--- src/rtl/irq_agg_pkg.sv ---
package irq_agg_pkg;
   localparam int EVT_W     = 5;
   localparam int NUM_GRP   = 4;
   localparam logic [7:0] OFS_PEND  = 8'h00;
   localparam logic [7:0] OFS_EN    = 8'h10;
   localparam logic [7:0] OFS_IDLE  = 8'h2C;
   localparam logic [7:0] OFS_CCTRL = 8'h40;
   localparam logic [7:0] OFS_CSTAT = 8'h44;

   typedef enum int {
      EV_BLOCK  = 0,
      EV_SUPER  = 1,
      EV_FRAME  = 2,
      EV_HALF   = 3,
      EV_LAST   = 4
   } evt_bit_e;
endpackage

--- src/rtl/irq_agg_chan.sv ---
module irq_agg_chan #(
   parameter int EVT_W = 5
) (
   input  logic             clk,
   input  logic             rst_n,
   input  logic [EVT_W-1:0] evt,
   input  logic             ctrl_we,
   input  logic             stat_we,
   input  logic [EVT_W-1:0] wdata,
   output logic [EVT_W-1:0] ctrl_q,
   output logic [EVT_W-1:0] stat_q,
   output logic             hit
);
   logic [EVT_W-1:0] keep_mask;

   // a status write keeps only the bits written as 1; events always win
   assign keep_mask = stat_we ? wdata : {EVT_W{1'b1}};

   always_ff @(posedge clk or negedge rst_n) begin
      if (!rst_n) begin
         ctrl_q <= '0;
         stat_q <= '0;
      end else begin
         if (ctrl_we) ctrl_q <= wdata;
         stat_q <= (stat_q & keep_mask) | evt;
      end
   end

   assign hit = |(ctrl_q & stat_q);
endmodule

--- src/rtl/irq_agg_glb.sv ---
module irq_agg_glb #(
   parameter int NUM_CH  = 4,
   parameter int NUM_GRP = 4
) (
   input  logic                            clk,
   input  logic                            rst_n,
   input  logic [NUM_GRP-1:0]              pend_we,
   input  logic [NUM_GRP-1:0]              en_we,
   input  logic [NUM_CH-1:0]               wdata,
   input  logic [NUM_CH-1:0]               chan_hit,
   output logic [NUM_GRP-1:0][NUM_CH-1:0]  pend_q,
   output logic [NUM_GRP-1:0][NUM_CH-1:0]  en_q
);
   for (genvar g = 0; g < NUM_GRP; g++) begin : g_grp
      always_ff @(posedge clk or negedge rst_n) begin
         if (!rst_n)        en_q[g] <= '0;
         else if (en_we[g]) en_q[g] <= wdata;
      end

      if (g == 0) begin : g_live
         logic [NUM_CH-1:0] clr;
         assign clr = pend_we[g] ? wdata : '0;
         always_ff @(posedge clk or negedge rst_n) begin
            if (!rst_n) pend_q[g] <= '0;
            else        pend_q[g] <= (pend_q[g] & ~clr) | chan_hit;
         end
      end else begin : g_store
         always_ff @(posedge clk or negedge rst_n) begin
            if (!rst_n)          pend_q[g] <= '0;
            else if (pend_we[g]) pend_q[g] <= wdata;
         end
      end
   end
endmodule

--- src/rtl/irq_aggregator.sv ---
module irq_aggregator
   import irq_agg_pkg::*;
#(
   parameter int NUM_CH = 4,
   parameter int ADDR_W = 12,
   parameter int DATA_W = 32
) (
   input  logic                    clk,
   input  logic                    rst_n,
   input  logic [NUM_CH*EVT_W-1:0] evt_i,
   input  logic [NUM_CH-1:0]       idle_i,
   input  logic                    bus_we,
   input  logic [ADDR_W-1:0]       bus_addr,
   input  logic [DATA_W-1:0]       bus_wdata,
   output logic [DATA_W-1:0]       bus_rdata,
   output logic                    irq_o
);
   localparam int WIN_W = ADDR_W - 8;

   if (NUM_CH < 1 || NUM_CH > DATA_W) begin : g_bad_ch
      $error("NUM_CH must lie in 1..DATA_W");
   end
   if (WIN_W < 1 || (2 ** WIN_W) <= NUM_CH) begin : g_bad_addr
      $error("ADDR_W too small for NUM_CH channel windows");
   end
   if (DATA_W < EVT_W) begin : g_bad_data
      $error("DATA_W narrower than event field");
   end

   logic [WIN_W-1:0] win;
   logic [7:0]       ofs;
   logic             glb_sel;
   assign win     = bus_addr[ADDR_W-1:8];
   assign ofs     = bus_addr[7:0];
   assign glb_sel = (win == '0);

   logic                            unused_wdata;
   assign unused_wdata = ^bus_wdata;

   logic [NUM_CH-1:0]               chan_hit;
   logic [NUM_CH*EVT_W-1:0]         stat_flat;
   logic [NUM_CH*EVT_W-1:0]         ctrl_flat;
   logic [NUM_GRP-1:0][NUM_CH-1:0]  pend_q, en_q;
   logic [NUM_GRP-1:0]              pend_we, en_we;
   logic [NUM_CH-1:0]               pend0, en0;

   for (genvar i = 0; i < NUM_CH; i++) begin : g_ch
      logic sel;
      assign sel = (win == WIN_W'(i + 1));
      irq_agg_chan #(.EVT_W(EVT_W)) u_chan (
         .clk     (clk),
         .rst_n   (rst_n),
         .evt     (evt_i[i*EVT_W +: EVT_W]),
         .ctrl_we (bus_we && sel && ofs == OFS_CCTRL),
         .stat_we (bus_we && sel && ofs == OFS_CSTAT),
         .wdata   (bus_wdata[EVT_W-1:0]),
         .ctrl_q  (ctrl_flat[i*EVT_W +: EVT_W]),
         .stat_q  (stat_flat[i*EVT_W +: EVT_W]),
         .hit     (chan_hit[i])
      );
   end

   for (genvar g = 0; g < NUM_GRP; g++) begin : g_dec
      assign pend_we[g] = bus_we && glb_sel && ofs == OFS_PEND + 8'(4 * g);
      assign en_we[g]   = bus_we && glb_sel && ofs == OFS_EN   + 8'(4 * g);
   end

   irq_agg_glb #(.NUM_CH(NUM_CH), .NUM_GRP(NUM_GRP)) u_glb (
      .clk      (clk),
      .rst_n    (rst_n),
      .pend_we  (pend_we),
      .en_we    (en_we),
      .wdata    (bus_wdata[NUM_CH-1:0]),
      .chan_hit (chan_hit),
      .pend_q   (pend_q),
      .en_q     (en_q)
   );

   assign pend0 = pend_q[0];
   assign en0   = en_q[0];
   assign irq_o = |(pend0 & en0);

   always_comb begin
      bus_rdata = '0;
      if (glb_sel) begin
         for (int g = 0; g < NUM_GRP; g++) begin
            if (ofs == OFS_PEND + 8'(4 * g)) bus_rdata[NUM_CH-1:0] = pend_q[g];
            if (ofs == OFS_EN   + 8'(4 * g)) bus_rdata[NUM_CH-1:0] = en_q[g];
         end
         if (ofs == OFS_IDLE) bus_rdata[NUM_CH-1:0] = idle_i;
      end else begin
         for (int i = 0; i < NUM_CH; i++) begin
            if (win == WIN_W'(i + 1)) begin
               if (ofs == OFS_CCTRL) bus_rdata[EVT_W-1:0] = ctrl_flat[i*EVT_W +: EVT_W];
               if (ofs == OFS_CSTAT) bus_rdata[EVT_W-1:0] = stat_flat[i*EVT_W +: EVT_W];
            end
         end
      end
   end
endmodule

--- config.mk ---
export PLATFORM = sky130hd
export DESIGN_NAME = irq_aggregator
export DESIGN_NICKNAME = d
export VERILOG_FILES = /design/src/rtl/irq_agg_pkg.sv /design/src/rtl/irq_agg_chan.sv /design/src/rtl/irq_agg_glb.sv /design/src/rtl/irq_aggregator.sv
export SDC_FILE = /design/constraint.sdc
export NUM_CORES = 1
export LEC_CHECK = 0
export ABC_AREA = 1
export BUFFER_PORTS_ARGS = -buffer_cell sky130_fd_sc_hd__clkbuf_2
export CORE_MARGIN = 5
export CORE_UTILIZATION = 58
export DETAILED_ROUTE_END_ITERATION = 8
export PLACE_DENSITY = 0.91
export REMOVE_ABC_BUFFERS = 1
export SETUP_SLACK_MARGIN = 0.05
export SYNTH_ARGS = -nofsm -noshare
export SYNTH_HDL_FRONTEND = slang
export SYNTH_SLANG_ARGS = --single-unit
--- constraint.sdc ---
create_clock -name clk -period 2 [get_ports clk]
set_input_delay 0.1 -clock clk [delete_from_list [all_inputs] [get_ports clk]]
set_output_delay 0.1 -clock clk [all_outputs]
set_load 0.05 [all_outputs]
# After elaboration in Yosys (flattened, before gate mapping)
# Index checks and enable logic that the tools add are counted.
[word_totals] regBits=72 latch_bits=0 mem_bits_rw=0 romBits=0 in_bits=71 output_inout_bits=33 wordCells=103 mem_count=0
[op_classes] addsub=0 mul=0 div=0 magnitude_cmp=0 n_eq_ne=14 shift=0 mux=29 bitwise=16 n_reduce_logical=28
[ops] operator="$mux W5" n=17
[ops] operator="$mux W4" n=11
[ops] operator="$and A5 B5 Y5" n=8
[ops] operator="$eq A8 B5 Y1 const B" n=4
[ops] operator="$logic_and A1 B1 Y1" n=21
[ops] operator="$or A5 B5 Y5" n=4
[ops] operator="$reduce_or A5 Y1" n=4
[ops] operator="$eq A8 B4 Y1 const B" n=2
[ops] operator="$eq A8 B7 Y1 const B" n=2
[ops] operator="$and A4 B4 Y4" n=2
[ops] operator="$eq A4 B2 Y1 const B" n=2
[ops] operator="$eq A8 B3 Y1 const B" n=1
[ops] operator="$eq A8 B6 Y1 const B" n=1
[ops] operator="$logic_not A8 Y1" n=1
[ops] operator="$eq A4 B1 Y1 const B" n=1
[ops] operator="$eq A4 B3 Y1 const B" n=1
[ops] operator="$logic_not A4 Y1" n=1
[ops] operator="$not A4 Y4" n=1
[ops] operator="$or A4 B4 Y4" n=1
[ops] operator="$reduce_or A4 Y1" n=1
[ops] operator="$mux W1" n=1

# Logic depth before layout (Yosys ltp)
# Gate-level depths: netlist of run 1.
[depth] depth_word=15 depth_mapped=12 ltp_nobuf=12

# Hierarchy
# From an unflattened synthesis of run 1, not the netlist that was laid out.
[hier_totals] cells_unflattened=628 hier_area_um2=4366.7
[modules_own_cells] mod="irq_agg_chan" n_inst=4 cells_per_inst=53 area_each_um2=435.4 seq_area_each_um2=250.2
[modules_own_cells] mod="irq_aggregator" n_inst=1 cells_per_inst=280 area_each_um2=1368.8 seq_area_each_um2=0.0
[modules_own_cells] mod="irq_agg_glb" n_inst=1 cells_per_inst=136 area_each_um2=1256.2 seq_area_each_um2=800.8

# Worst setup path after synthesis of run 1
# Ideal clock, no wire load.
[synth_timing] path_kind="input-to-output" start="in bus_addr[1]" end="out bus_rdata[3]" t_arrival_ps=1697 t_required_ps=1900 path_slack_ps=203 cell_stages=8 path_buffers=1 path_cell_list="nor2_2 nand2_2 nor2_4 buf_4 nand2_1 a21oi_1 nor2_1 a21oi_1"
[synth_between] elab_chain_len=15 word_cells_on_any_way=34 cone_classes="eq/ne (10); mux (23); reduce/logical (1)"
[synth_lines] element="start: declaration" line="irq_aggregator.sv:13" source="input logic [ADDR_W-1:0] bus_addr,"
[synth_lines] element="$eq A8 B7 Y1" line="irq_aggregator.sv:94" source="if (ofs == OFS_CCTRL) bus_rdata[EVT_W-1:0] = ctrl_flat[i*EVT_W +: EVT_W];"
[synth_lines] element="$mux W5" line="irq_aggregator.sv:94"
[synth_lines] element="$mux W5" line="irq_aggregator.sv:95" source="if (ofs == OFS_CSTAT) bus_rdata[EVT_W-1:0] = stat_flat[i*EVT_W +: EVT_W];"
[synth_lines] element="$mux W5" line="irq_aggregator.sv:93" source="if (win == WIN_W'(i + 1)) begin"
[synth_lines] element="$mux W5" line="irq_aggregator.sv:85" source="if (glb_sel) begin"
[synth_lines] element="$mux W5" line="irq_aggregator.sv:94"
[synth_lines] element="$mux W5" line="irq_aggregator.sv:95"
[synth_lines] element="$mux W5" line="irq_aggregator.sv:93"
[synth_lines] element="$mux W5" line="irq_aggregator.sv:94"
[synth_lines] element="$mux W5" line="irq_aggregator.sv:95"
[synth_lines] element="$mux W5" line="irq_aggregator.sv:93"
[synth_lines] element="$mux W5" line="irq_aggregator.sv:94"
[synth_lines] element="$mux W5" line="irq_aggregator.sv:95"
[synth_lines] element="$mux W5" line="irq_aggregator.sv:93"
[synth_lines] element="$mux W4 *" line="irq_aggregator.sv:85"
[synth_lines] element="end: declaration" line="irq_aggregator.sv:15" source="output logic [DATA_W-1:0] bus_rdata,"
# Every way passes the cells marked *; elsewhere a longest branch is shown, timed or not. The select of a mux whose other input is x is not followed.

# Worst setup path in the final report of run 1
[layout_timing] start="reg g_ch[1].u_chan.stat_q[1]" end="out bus_rdata[1]"
[layout_between] elab_chain_len=9
[layout_lines] element="start: declaration" line="irq_agg_chan.sv:11" source="output logic [EVT_W-1:0] stat_q,"
[layout_lines] element="start signal: assignment" line="irq_agg_chan.sv:25" source="stat_q <= (stat_q & keep_mask) | evt;"
[layout_lines] element="$mux W5 *" line="irq_aggregator.sv:95"
[layout_lines] element="$mux W5 *" line="irq_aggregator.sv:93"
[layout_lines] element="$mux W5" line="irq_aggregator.sv:94"
[layout_lines] element="$mux W5" line="irq_aggregator.sv:95"
[layout_lines] element="$mux W5 *" line="irq_aggregator.sv:93"
[layout_lines] element="$mux W5" line="irq_aggregator.sv:94"
[layout_lines] element="$mux W5" line="irq_aggregator.sv:95"
[layout_lines] element="$mux W5 *" line="irq_aggregator.sv:93"
[layout_lines] element="$mux W4 *" line="irq_aggregator.sv:85"
# Every way passes the cells marked *; elsewhere a longest branch is shown, timed or not.

==> impl_metrics.tcl, run 1 <==
set metrics [dict create \
    crit_path_end "bus_rdata[1]" \
    finalSetupTns_ns 0 \
    reg2reg_depth 4 \
    initial_core_util_pct 59.7 \
    vdd_drop_max_mv 0.597 \
    maxCapViolCount 0 \
    grt_pass1_vias 4066 \
    reg2reg_slack_ns 0.87 \
    finalClockSkew_ns 0.00780 \
    required_ns 1.90 \
    die_area_mm2 0.00876 \
    finalSetupViolCount 0 \
    yosysTopAreaCell "dfrtp_1" \
    pwr-share-clk_pct 42.7 \
    hold_viol 0 \
    power_density_mw_per_mm2 673 \
    final_common_cell "nand2_1" \
    cp-startpoint "g_ch[1].u_chan.stat_q[1]" \
    final_nets 694 \
    grt_busiest_layer "met2" \
    cts_made_buffers 9 \
    setup.worst_path.start_class "flop" \
    dp_hpwl_mm 7.65 \
    antenna_found_initial 0 \
    dieHeight_um 93.6 \
    grt_start_max_net_pins 31 \
    post_cts_buffers 0 \
    syn_to_final_growth_pct 17.6 \
    synthCells 544 \
    final_cell_mix "nand2_1 (159), dfrtp_1 (72), inv_1 (68), o21ai_0 (65), clkbuf_2 (48)" \
    fin_crit_sh_pct 94.5 \
    fmax_ghz 0.529 \
    tightestPinTransition_ns 0.664 \
    p_sw_uw 837 \
    fp.dieW_um 93.6 \
    arrival_ns 1.79 \
    grt_pass1_wl_mm 18.7 \
    utilization_pct 70.2 \
    hp-class "input port to flop" \
    avgSynthCellArea_um2 7.45 \
    cp_max_fo 3 \
    yosys.cell_types.count 26 \
    clk_pin_slew_ns 0.08 \
    vias 3885 \
    yosys_register_bits 72 \
    rsz0062_at_grt "no" \
    num_antenna_cells 0 \
    totalWireLength_mm 11.1 \
    criticalPathCategory "flop to primary output" \
    io_pins 104 \
    place_congestion 1.01 \
    ant_nets 0 \
    drc 0 \
    met2_usage_pct 47.5 \
    use_met1_pct 30.6 \
    cts_sinks 72 \
    status "finished clean" \
    htreeDepth 3 \
    std_cell_rows 30 \
    p_seq_share_pct 45.6 \
    min_period_ns 1.89 \
    setup_ws_ns 0.110 \
    io_buffer_count 49 \
    syn_area_mm2 0.00406 \
    grtUsageMet3_pct 7.32 \
    leakage_nw 2.36 \
    layout-drive-gt1-share_pct 16.4 \
    yosys_warnings 0 \
    dr.pass1.iters 7 \
    drtIter0Drc 301 \
    worstSetupEndpointType "primary output" \
    r2r_start "g_ch[3].u_chan.ctrl_q[2]" \
    synth.top_cell.area_share_pct 44.4 \
    vias_per_cell 5.37 \
    slew_headroom_pct 55.7 \
    ys_top_cells_by_area "dfrtp_1 (44%), nand2_1 (15%), o21ai_0 (8.0%)" \
    pwr-share-comb_pct 11.7 \
    stdcell_count 723 \
    reg2reg_to "u_glb.pend_q[3]" \
    avgRoutedWirePerCell_um 15.3 \
    clockRootBuffer "clkbuf_8" \
    swShare_pct 26.1 \
    grt_usage_pct 27.3 \
    synth_seq_area_share_pct 44.4 \
    p_int_mw 2.37 \
    place_ws_ns 0.229 \
    grt_overflow_total 0 \
    maxSlewViolCount 0 \
    coreArea_mm2 0.00679 \
    cts_buffer_depth 2 \
    insertion_delay_ns 0.35 \
    tritoncts "done" \
    dp_cells 687 \
]
==> how the worst min path moves through the flow <==
stage,start,to,slack (ns),depth (start not counted)
2_1_floorplan,rst_n,g_ch[0].u_chan.ctrl_q[0],-0.20,0
3_3_place_gp,rst_n,u_glb.en_q[5],0.15,1
3_5_place_dp,rst_n,u_glb.pend_q[4],0.16,1
4_1_cts,bus_wdata[4],g_ch[3].u_chan.stat_q[4],0.05,3
5_1_grt,bus_wdata[2],g_ch[1].u_chan.stat_q[2],0.08,3
6_report,bus_wdata[3],g_ch[3].u_chan.stat_q[3],0.06,3
==> flip-flops by register name, indices dropped and copies added, names as in the netlist <==
register,count
g_ch.u_chan.ctrl_q,20
g_ch.u_chan.stat_q,20
u_glb.en_q,16
u_glb.pend_q,16
==> routing by layer <==
| layer | up-vias | part of all wire (%) |
|---|---|---|
| met5 | - | 0 |
| met4 | 0 | 3.2 |
| met3 | 36 | 8.3 |
| met2 | 202 | 51 |
| met1 | 1811 | 37 |
| li1 | 1836 | - |
==> Yosys cell counts <==
master     count
a21oi_1       10
a221oi_1       2
a22o_1         1
buf_4         29
clkbuf_1       4
conb_1         1
dfrtp_1       72
inv_1         68
inv_2          6
nand2_1      160
nand2_2       12
nand3_1       25
nand3_2        1
nand3b_1       2
nand4_1        8
nor2_1        35
nor2_2         7
nor2_4         4
nor2_8         1
nor3_4         2
o2111ai_1      3
o21ai_0       65
o21ai_1        9
o21bai_1       9
o22ai_1        6
or2_0          2
==> critical path, stage by stage (launching register included) <==
cell	delay, ns
dfrtp_1	0.40
nand3_1	0.10
nand2_1	0.08
nand2_1	0.05
nand3_1	0.12
nand3_1	0.11
nand3_1	0.09
nand2_1	0.05
nand2_1	0.07
nand2_1	0.05
inv_1	0.05
clkbuf_2	0.26
==> through the flow <==
step | power (mW) | hold WS [ns] | cell area (um2)
floorplan | 1.70 | -0.196 | 3920
global placement | 1.82 | 0.151 | 4320
detailed placement | 1.83 | 0.163 | 4320
CTS | 3.20 | 0.0486 | 4770
global route | 3.30 | 0.0823 | 4770
finish | 3.21 | 0.0604 | 4770
==> logic make-up after synthesis <==
family	after synthesis	synth area share [%]
AND/OR/NAND/NOR	259	28.6
AO/OA/AOI/OAI	105	14.3
buffers and inverters	107	12.6
flip-flops	72	44.4
other	1	0.0925
==> power by group through the flow <==
stage	combinational (mW)	sequential (mW)	clock, mW
after floorplan	0.212	1.49	0
after global placement	0.328	1.49	0
after detailed placement	0.335	1.49	0
after CTS	0.368	1.46	1.37
after global routing	0.406	1.46	1.43
final	0.376	1.46	1.37
==> layout make-up <==
class,count,area [um2]
Clock buffer,9,124
Clock inverter,6,109
Timing Repair Buffer,75,493
Fill cell,553,2030
Inverter,74,278
Tap cell,96,120
Multi-Input combinational cell,391,1840
Sequential cell,72,1800
==> what timing repair did <==
action                                 in CTS  in global routing
hold buffers                               21                  0
gates resized for setup                     0                  1
setup endpoints to repair                   0                  2
endpoints found under the hold margin      48                  0
Note: power is estimated with default switching activity, not from simulation.
==> run 2: changes to the inputs <==
--- a/config.mk
+++ b/config.mk
@@ -10,7 +10,7 @@
 export CORE_MARGIN = 5
 export CORE_UTILIZATION = 58
 export DETAILED_ROUTE_END_ITERATION = 8
-export PLACE_DENSITY = 0.91
+export PLACE_DENSITY = 0.84
 export REMOVE_ABC_BUFFERS = 1
 export SETUP_SLACK_MARGIN = 0.05
 export SYNTH_ARGS = -nofsm -noshare
==> run 2 against run 1 <==
Against the previous run:
- clock power fell by 24%
- cell area decreased by 1.3%
- critical path depth decreased by 2
- wire length fell by 7.1%
- setup slack gained 0.12 ns
- clock skew is 0.0022 ns lower
- via count shrank 4.4%
- first-iteration DRC count shrank 2.0%
- final cell count down 0.41%
- critical endpoint is now bus_rdata[2]
==> impl_metrics.tcl, run 2 (same netlist as run 1, synthesis figures left out) <==
set metrics [dict create \
    pwr-share-clk_pct 36.2 \
    std_cell_rows 30 \
    syn_to_final_growth_pct 16.0 \
    leakage_nw 2.32 \
    power_density_mw_per_mm2 612 \
    fmax_ghz 0.564 \
    cts_made_buffers 9 \
    critPathMaxStageDelay_ns 0.37 \
    drc 0 \
    status "finished clean" \
    crit_slowest_cell "dfrtp_1" \
    io_pins 104 \
    maxCapViolCount 0 \
    vias 3715 \
    fp.dieW_um 93.6 \
    initial_core_util_pct 59.7 \
    grt_pass1_vias 3741 \
    reg2reg_slack_ns 0.81 \
    arrival_ns 1.67 \
    grt_pass1_wl_mm 16.9 \
    hp-class "input port to flop" \
    reg2reg_depth 4 \
    grt_start_max_net_pins 73 \
    layout-drive-gt1-share_pct 15.5 \
    insertion_delay_ns 0.34 \
    tightestPinTransition_ns 0.527 \
    p_seq_share_pct 50.8 \
    avgRoutedWirePerCell_um 14.3 \
    hold_start "bus_wdata[4]" \
    htreeDepth 3 \
    clk_pin_slew_ns 0.07 \
    cp_max_fo 2 \
    clockRootBuffer "clkbuf_8" \
    min_to "g_ch[3].u_chan.stat_q[4]" \
    required_ns 1.90 \
    final_nets 692 \
    criticalPathCategory "flop to primary output" \
    dp_hpwl_mm 7.33 \
    path_buf_inv 3 \
    swShare_pct 27.2 \
    p_int_mw 2.10 \
    grt_usage_pct 24.8 \
    reg.largest.list "g_ch.u_chan.ctrl_q: 20 flops, g_ch.u_chan.stat_q: 20 flops" \
    path_common_cell "nand2_1" \
    finalSetupTns_ns 0 \
    final_common_cell "nand2_1" \
    p_sw_uw 783 \
    maxSlewViolCount 0 \
    vias_per_cell 5.16 \
    vdd_drop_max_mv 0.409 \
    ant_nets 0 \
    dieHeight_um 93.6 \
    die_area_mm2 0.00876 \
    io_buffer_count 49 \
    slew_headroom_pct 64.9 \
    dr.pass1.iters 6 \
    drtIter0Drc 295 \
    worstSetupEndpointType "primary output" \
    cp_top_family "simple AND/OR/NAND/NOR gates" \
    cts_buffer_depth 2 \
    finalClockSkew_ns 0.00562 \
    cp.depth 9 \
    cts_sinks 72 \
    p_total_mw 2.88 \
    min_period_ns 1.77 \
    tritoncts "done" \
    final_cell_mix "nand2_1 (160), dfrtp_1 (72), inv_1 (68), o21ai_0 (65), clkbuf_2 (47)" \
    reg2reg_to "u_glb.pend_q[3]" \
    totalWireLength_mm 10.3 \
    rsz0062_at_grt "no" \
    pwr-share-comb_pct 12.9 \
    coreArea_mm2 0.00679 \
    fin_crit_sh_pct 88.7 \
    hold_viol 0 \
    num_antenna_cells 0 \
    grt_overflow_total 0 \
    setup.worst_path.start_class "flop" \
    antenna_found_initial 0 \
    finalSetupViolCount 0 \
    holdPathStages 3 \
    crit_chain "inv_1, o22ai_1, nand2_1, nand4_1, nand2_1, nand2_1, nand2_1, inv_1, clkbuf_2" \
    r2r_start "g_ch[3].u_chan.ctrl_q[4]" \
    place_congestion 0.941 \
]
## run 2: stage by stage
step	util (%)	setup slack, ns	hold WS, ns	area (um2)	instances
global route	69.3	0.0618	0.0983	4710	720
global placement	63.6	0.262	0.153	4320	685
finish	69.3	0.227	0.0734	4710	720
floorplan	-	0.0975	-0.196	3920	537
CTS	69.2	0.183	0.0646	4700	720
detailed placement	63.6	0.242	0.156	4320	685
## run 2: worst reg2reg max path: stages, from the launching register on
cell	delay, ns
dfrtp_1	0.40
nand2_1	0.09
nand3_1	0.08
a221oi_1	0.39
nand2_1	0.10
## run 2: layout make-up
cell class	count	area, um2
multi-input combinational	391	1840
clock buffer	14	173
tap	96	120
sequential	72	1800
inverter	74	278
timing repair buffer	73	493
fill	539	2090
## run 2: power by group through the flow
stage | clock, mW | combinational (mW) | sequential, mW
after floorplan | 0 | 0.212 | 1.49
after global placement | 0 | 0.331 | 1.49
after detailed placement | 0 | 0.336 | 1.49
after CTS | 1.05 | 0.368 | 1.46
after global routing | 1.11 | 0.402 | 1.46
final | 1.04 | 0.372 | 1.46
## run 2: worst max-delay path by stage
stage | startpoint | endpoint | slack, ns
6_report | g_ch[1].u_chan.stat_q[2] | bus_rdata[2] | 0.23
5_1_grt | g_ch[1].u_chan.stat_q[1] | bus_rdata[1] | 0.06
4_1_cts | g_ch[0].u_chan.stat_q[1] | bus_rdata[1] | 0.18
3_5_place_dp | bus_addr[1] | bus_rdata[1] | 0.24
3_3_place_gp | bus_addr[1] | bus_rdata[1] | 0.26
2_1_floorplan | bus_addr[1] | bus_rdata[3] | 0.1
## run 2: repair_timing
action | in CTS | in global routing
hold buffers | 21 | 0
setup buffers | 0 | 0
hold endpoints to repair | 92 | 0
gates resized for setup | 0 | 2
endpoints found under the setup margin | 0 | 1
## run 2: routing by layer
| metal | track usage (%) | vias to the layer above | share of wire (%) |
|---|---|---|---|
| li1 | - | 1834 | - |
| met1 | 31.2 | 1696 | 40 |
| met2 | 42.0 | 163 | 50 |
| met3 | 3.30 | 22 | 7.6 |
| met4 | 11.8 | 0 | 1.8 |
| met5 | 0 | - | 0 |
